## config.mk

```make
export PLATFORM = sky130hd
export DESIGN_NAME = tlc_crossing
export DESIGN_NICKNAME = d
export VERILOG_FILES = /design/src/rtl/tlc_pkg.sv /design/src/rtl/tlc_update_timer.sv /design/src/rtl/tlc_sync.sv /design/src/rtl/tlc_phase_fsm.sv /design/src/rtl/tlc_crossing.sv
export SDC_FILE = /design/constraint.sdc
export NUM_CORES = 1
export LEC_CHECK = 0
export BUFFER_PORTS_ARGS = -buffer_cell sky130_fd_sc_hd__clkbuf_2
export CELL_PAD_IN_SITES_DETAIL_PLACEMENT = 0
export CELL_PAD_IN_SITES_GLOBAL_PLACEMENT = 2
export CORE_MARGIN = 5
export CORE_UTILIZATION = 37
export DETAILED_ROUTE_END_ITERATION = 8
export GPL_ROUTABILITY_DRIVEN = 1
export HOLD_SLACK_MARGIN = 0.08
export PLACE_DENSITY_LB_ADDON = 0.25
export SKIP_LAST_GASP = 1
export SLEW_MARGIN = 20
export SYNTH_ARGS = -nofsm -noshare
export SYNTH_HDL_FRONTEND = slang
export SYNTH_SLANG_ARGS = --single-unit
export TNS_END_PERCENT = 50
```

## constraint.sdc

```tcl
create_clock -name clk -period 2.9 [get_ports clk]
set_clock_uncertainty 0.15 [all_clocks]
set_input_delay 0.435 -clock clk [delete_from_list [all_inputs] [get_ports clk]]
set_output_delay 0.435 -clock clk [all_outputs]
set_load 0.01 [all_outputs]
```

## src/rtl/tlc_pkg.sv

```systemverilog
package tlc_pkg;

    // Which road currently holds the green; the other road is red.
    typedef enum logic {
        GRN_NS = 1'b0,
        GRN_EW = 1'b1
    } road_e;

    // Synchronised detector pair handed to the phase machine.
    typedef struct packed {
        logic car_ns;
        logic car_ew;
    } det_t;

endpackage

```

## src/rtl/tlc_update_timer.sv

```systemverilog
module tlc_update_timer #(
    parameter int unsigned TICKS_PER_UPDATE = 32'd1_500_000_000
) (
    input  logic clk,
    input  logic rst,
    output logic upd_tick
);

    localparam int unsigned CNT_W = (TICKS_PER_UPDATE > 1) ? $clog2(TICKS_PER_UPDATE) : 1;
    localparam logic [CNT_W-1:0] LAST = CNT_W'(TICKS_PER_UPDATE - 1);

    typedef struct packed {
        logic [CNT_W-1:0] cnt;
    } tmr_t;

    tmr_t tmr_d, tmr_q;

    always_comb begin
        tmr_d    = tmr_q;
        upd_tick = (tmr_q.cnt == LAST);
        if (upd_tick) begin
            tmr_d.cnt = '0;
        end else begin
            tmr_d.cnt = tmr_q.cnt + CNT_W'(1);
        end
    end

    always_ff @(posedge clk) begin
        if (rst) begin
            tmr_q <= '0;
        end else begin
            tmr_q <= tmr_d;
        end
    end

endmodule

```

## src/rtl/tlc_sync.sv

```systemverilog
module tlc_sync #(
    parameter int unsigned WIDTH  = 2,
    parameter int unsigned STAGES = 2
) (
    input  logic             clk,
    input  logic             rst,
    input  logic [WIDTH-1:0] async_in,
    output logic [WIDTH-1:0] sync_out
);

    logic [STAGES-1:0][WIDTH-1:0] stg_d, stg_q;

    // The first stage samples the raw input; each later stage copies the one before it.
    always_comb begin
        stg_d[0] = async_in;
        for (int i = 1; i < int'(STAGES); i++) begin
            stg_d[i] = stg_q[i-1];
        end
    end

    always_ff @(posedge clk) begin
        if (rst) begin
            stg_q <= '0;
        end else begin
            stg_q <= stg_d;
        end
    end

    assign sync_out = stg_q[STAGES-1];

endmodule

```

## src/rtl/tlc_phase_fsm.sv

```systemverilog
module tlc_phase_fsm
    import tlc_pkg::*;
(
    input  logic  clk,
    input  logic  rst,
    input  logic  upd_tick,
    input  det_t  det,
    output road_e green_road
);

    typedef struct packed {
        road_e road;
    } fsm_t;

    fsm_t fsm_d, fsm_q;

    // The green moves only on an update, and only towards a road with a waiting car.
    always_comb begin
        fsm_d = fsm_q;
        if (upd_tick) begin
            unique case (fsm_q.road)
                GRN_NS: if (det.car_ew) fsm_d.road = GRN_EW;
                GRN_EW: if (det.car_ns) fsm_d.road = GRN_NS;
                default: fsm_d.road = GRN_NS;
            endcase
        end
    end

    always_ff @(posedge clk) begin
        if (rst) begin
            fsm_q.road <= GRN_NS;
        end else begin
            fsm_q <= fsm_d;
        end
    end

    assign green_road = fsm_q.road;

endmodule

```

## src/rtl/tlc_crossing.sv

```systemverilog
module tlc_crossing
    import tlc_pkg::*;
#(
    parameter int unsigned TICKS_PER_UPDATE = 32'd1_500_000_000,
    parameter int unsigned SYNC_STAGES      = 2
) (
    input  logic clk,
    input  logic rst,
    input  logic car_ns,
    input  logic car_ew,
    output logic ns_green,
    output logic ew_green
);

    logic       upd_tick;
    logic [1:0] det_raw;
    logic [1:0] det_sync;
    det_t       det;
    road_e      green_road;
    logic       det_ns;
    logic       det_ew;

    assign det_raw = {car_ns, car_ew};

    tlc_update_timer #(
        .TICKS_PER_UPDATE (TICKS_PER_UPDATE)
    ) u_timer (
        .clk      (clk),
        .rst      (rst),
        .upd_tick (upd_tick)
    );

    tlc_sync #(
        .WIDTH  (2),
        .STAGES (SYNC_STAGES)
    ) u_sync (
        .clk      (clk),
        .rst      (rst),
        .async_in (det_raw),
        .sync_out (det_sync)
    );

    assign det_ns     = det_sync[1];
    assign det_ew     = det_sync[0];
    assign det.car_ns = det_ns;
    assign det.car_ew = det_ew;

    tlc_phase_fsm u_fsm (
        .clk        (clk),
        .rst        (rst),
        .upd_tick   (upd_tick),
        .det        (det),
        .green_road (green_road)
    );

    // Both lamps are decoded from the single state flop, so they cannot both be on or both be off.
    assign ns_green = (green_road == GRN_NS);
    assign ew_green = (green_road == GRN_EW);

endmodule

```

# After elaboration in Yosys (flattened, before gate mapping)

Cells that the tools add are included.

Register bits after elaboration: 36
Latch bits: 0
Memory bits (writable): 0
Memory bits (read-only): 0
Output and inout port bits: 2
Memories: 0

$add $sub $neg: 1
$mul: 0
Div/mod/pow operators: 0
Magnitude comparators: 0
Equal/unequal tests: 1
Shift operators: 0
Muxes and demuxes: 3
Bitwise operators: 1
Reduce and logical (&&, ||, !) cells: 1

Operators by type and width:

| operator              | count |
|---|---|
| $add 31x1->31 const B | 1 |
| $eq 31x31->1 const B  | 1 |
| $mux 1                | 2 |
| $pmux 1 s2            | 1 |
| $reduce_or 2->1       | 1 |
| $not 1->1             | 1 |

# Depth between registers and ports, before layout

Depth after elaboration: 2
Mapped depth: 7

# Modules after synthesis

From an unflattened synthesis, not the netlist that was laid out.

Cell total of the unflattened synthesis: 197
Area, all modules: 1747.9 um^2

By module, submodules not included:

| module           | times used | cells an instance | area each (um^2) | seq. area each (um^2) |
|---|---|---|---|---|
| tlc_update_timer | 1          | 184               | 1592.8           | 620.6 |
| tlc_sync         | 1          | 8                 | 105.1            | 80.1 |
| tlc_phase_fsm    | 1          | 4                 | 46.3             | 20.0 |
| tlc_crossing     | 1          | 1                 | 3.8              | 0.0 |

# Worst setup path before layout

No wires, ideal clock.

Path kind: flip-flop to flip-flop
Start point: reg u_timer.tmr_q[20] in the netlist's numbering
End point: reg u_timer.tmr_q[10] in the netlist's numbering
Setup time: 0.117 ns
Data arrival time: 1.756 ns
Data required time: 2.633 ns
Setup slack: 0.877 ns
Stages on the path, launching flop included: 8
Path buffers: 2
Clock period less this slack: 2.023 ns
Path through: dfxtp_1 nor4b_2 nand4_1 or4b_1 buf_2 o21bai_4 buf_2 nor2_1

Word-level cells in the longest chain between the ends: 2

Ends and longest elaborated chain:

| item                      | RTL line               | text |
|---|---|---|
| from (decl)               | tlc_update_timer.sv:16 | `tmr_t tmr_d, tmr_q;` |
| from (signal assigned)    | tlc_update_timer.sv:32 | `tmr_q <= tmr_d;` |
| $eq 31x31->1              | tlc_update_timer.sv:20 | `upd_tick = (tmr_q.cnt == LAST);` |
| $reduce_or 2->1 (no line) | n/a                    |  |

Every way passes these cells.
A chain may end at the register's enable or synchronous reset.

# Final worst setup path

Start point: reg u_timer.tmr_q[20] in the netlist's numbering
End point: reg u_timer.tmr_q[17] in the netlist's numbering

The elaborated chain is that of the path after synthesis.

==> impl_metrics.tcl <==
set metrics [dict create \
    slew_violations 0 \
    cts_setup_buffers 0 \
    fin_util 0.448 \
    clk_latency_ns 0.29 \
    path_cells "nor4b_2, nand4_1, or4b_1, o21bai_4, buf_4, nor2_1" \
    ys_seq_area_frac 0.452 \
    post-route-period-util 0.805 \
    placed_area_sq_um 1670 \
    async_reset_ff_frac 0 \
    crit_fanout 20 \
    drt_iter0_drc 82 \
    drive_gt1_frac 0.121 \
    start_kind "register" \
    htree_levels 2 \
    slew_headroom 0.790 \
    synth_top_cell_by_area "dfxtp_1" \
    yosysWarnings 0 \
    cpMaxStageDelayCell "or4b_1" \
    syn-num-nets 185 \
    cts_tree "yes" \
    final_cells 240 \
    syn_avg_cell_area_sq_um 8.85 \
    finalPower_mw 1.14 \
    power_leakage_nw 0.632 \
    clockPowerShare 0.537 \
    ys_top_cells_by_count "37 x nor2_1, 36 x dfxtp_1, 19 x xor2_1, 16 x nand3_1, 10 x nand2_1" \
    finalSetupViolations 0 \
    crit_family "simple AND/OR/NAND/NOR gates" \
    die_w_um 75.6 \
    first_pass_iters 4 \
    antenna_found_initial 0 \
    drcViolationCount 0 \
    cp.depth 6 \
    critical-path-max-stage-delay_ns 0.67 \
    area_delta_synth_final_pct 15.0 \
    design_area_sq_um 1830 \
    grt_use_total 0.135 \
    finalHoldViolCount 0 \
    max_freq_mhz 428 \
    cp-end-kind "register" \
    post_cts_resized 0 \
    setup_tns_ns 0 \
    synth_edf_count 0 \
    critPathRequiredTime_ns 2.92 \
    crit-reg2reg-launch "u_timer.tmr_q[20]$_SDFF_PP0_" \
    reg2reg_depth 6 \
    place_congestion 0.727 \
    rows 23 \
    p_sw_frac 0.176 \
    vias 1218 \
    portBuffers 5 \
    die_h_um 75.6 \
    grt_pass1_wl_um 5790 \
    synth_cell_type_count 35 \
    drv_cap 0 \
    clkTransAtPathRegs_ns 0.08 \
    die_area_sq_um 5720 \
    cts_buffer_depth 2 \
    viasPerCell 5.08 \
    cp_num_buf_inv 1 \
    tightest_slew_ns 0.313 \
    crit_type "reg2reg" \
    start_util 0.390 \
    grt_max_degree 21 \
    cts.sinks 36 \
    io_pins 6 \
    wire_per_inst_um 13.0 \
    hpwl_um 2170 \
    grt_pass1_vias 1246 \
    rsz0062_at_grt "false" \
    p_comb_frac 0.020 \
    arrival_ns 2.36 \
    min_period_ns 2.33 \
    crit_path_start "u_timer.tmr_q[20]$_SDFF_PP0_" \
    ant_nets 0 \
    layout_setup_ws_ns 0.565 \
    crit_end "u_timer.tmr_q[17]$_SDFF_PP0_" \
    ff2ff_setup_slack_ns 0.57 \
    netlist_instances 180 \
    hold_ws_ns 0.204 \
    synth_most_common_cell "nor2_1" \
    clock_tree.root_cell "clkbuf_8" \
    fp.coreArea_sq_um 4090 \
    hold_path_class "in2reg" \
    power.switching_uw 201 \
    layout.nets 194 \
    synth_area_sq_um 1590 \
    n_antenna_cell 0 \
    r2r-end "u_timer.tmr_q[17]$_SDFF_PP0_" \
    synth_flop_cell "dfxtp_1" \
    status "complete, no violations" \
    synth_area_leaders "dfxtp_1 45%, xor2_1 10%, nor2_1 8.7%" \
    placed_cells 232 \
    wl_um 3110 \
    pre_cts_ws_ns 0.568 \
    intPower_uw 942 \
    vdd_ir_drop_max_uv 242 \
    ctsHoldBuffers 0 \
    cellPowerDensity_nw_per_um2 624 \
    synth_top_area_frac 0.452 \
    numCtsBuffers 5 \
    seq_power_share 0.443 \
    ys_seq_elements 36 \
    grt_overflow 0 \
]
==> worst register-to-register path: cells and delay by family, from the launching register on <==
kind            cells  cell delay (ns)
compound gates      1             0.25
buf+inv             1             0.28
simple gates        4             1.17
flops               1             0.37
==> cells in the final DEF (no fill, tap or decap), drive strengths merged <==
cell,instances
nor2,37
clkbuf,10
and3,2
nand2,10
and4,4
or4b,1
nand3,16
buf,4
xor2,19
o21bai,1
bufinv,3
nand4b,1
ha,1
inv,4
o31a,1
dfxtp,36
or3,2
o21ai,1
nand3b,1
a311oi,1
nor4,2
a21oi,3
and4b,1
nor4b,1
nor3,5
a41oi,1
o21a,1
xnor2,7
nor2b,4
a31oi,1
nand4,9
==> cell type report <==
type                            count  area, sq um
Inverter                            4         15.0
Clock inverter                      3         90.1
Tap cell                           50         62.6
Multi-Input combinational cell    133          820
Sequential cell                    36          721
Clock buffer                        5         68.8
Timing Repair Buffer                9         55.1
Fill cell                         406         2250
==> metal layers <==
metal	vias to the layer above	track usage	share of wire
li1	636	-	-
met2	12	0.200	0.45
met4	0	0.0816	0.024
met5	-	0	0
met1	563	0.177	0.50
met3	7	0.0317	0.023
==> worst min-delay path by stage <==
| stage | depth (start not counted) | slack (ns) | startpoint | to |
|---|---|---|---|---|
| after detailed placement | 1 | 0.28 | u_sync.stg_d[3]$_SDFF_PP0_ | u_sync.sync_out[1]$_SDFF_PP0_ |
| after global routing | 2 | 0.22 | car_ew | u_sync.stg_d[2]$_SDFF_PP0_ |
| after CTS | 2 | 0.20 | car_ns | u_sync.stg_d[3]$_SDFF_PP0_ |
| after floorplan | 1 | 0.26 | u_sync.sync_out[1]$_SDFF_PP0_ | u_fsm.green_road$_SDFFE_PP0N_ |
| after global placement | 1 | 0.26 | u_sync.sync_out[1]$_SDFF_PP0_ | u_fsm.green_road$_SDFFE_PP0N_ |
| final | 2 | 0.20 | car_ns | u_sync.stg_d[3]$_SDFF_PP0_ |
==> state kept, by name (all words and copies together) (netlist names) <==
name and cells:
u_timer.tmr_q 31, u_sync.stg_d 2, u_sync.sync_out 2, u_fsm.green_road 1
==> power groups by stage <==
| stage | Clock [mW] | Combinational (mW) | Sequential [mW] |
|---|---|---|---|
| after detailed placement | 0 | 0.0235 | 0.517 |
| after CTS | 0.631 | 0.0237 | 0.506 |
| after global placement | 0 | 0.0234 | 0.517 |
| final | 0.614 | 0.0232 | 0.506 |
| after floorplan | 0 | 0.0190 | 0.516 |
| after global routing | 0.651 | 0.0268 | 0.507 |
==> cells by family (layout without fill, tap and decap cells) <==
kind of cell               count (synthesis)  count (layout)  share of synthesized area
AOI/OAI and AO/OA                         10              10                     0.0495
xor gates and xnor gates                  26              26                      0.143
adders and majority gates                  1               1                    0.00785
buffers and inverters                     11              21                     0.0330
DFF                                       36              36                      0.452
and+or+nand+nor                           96              96                      0.314
(Power assumes the default switching activity.)
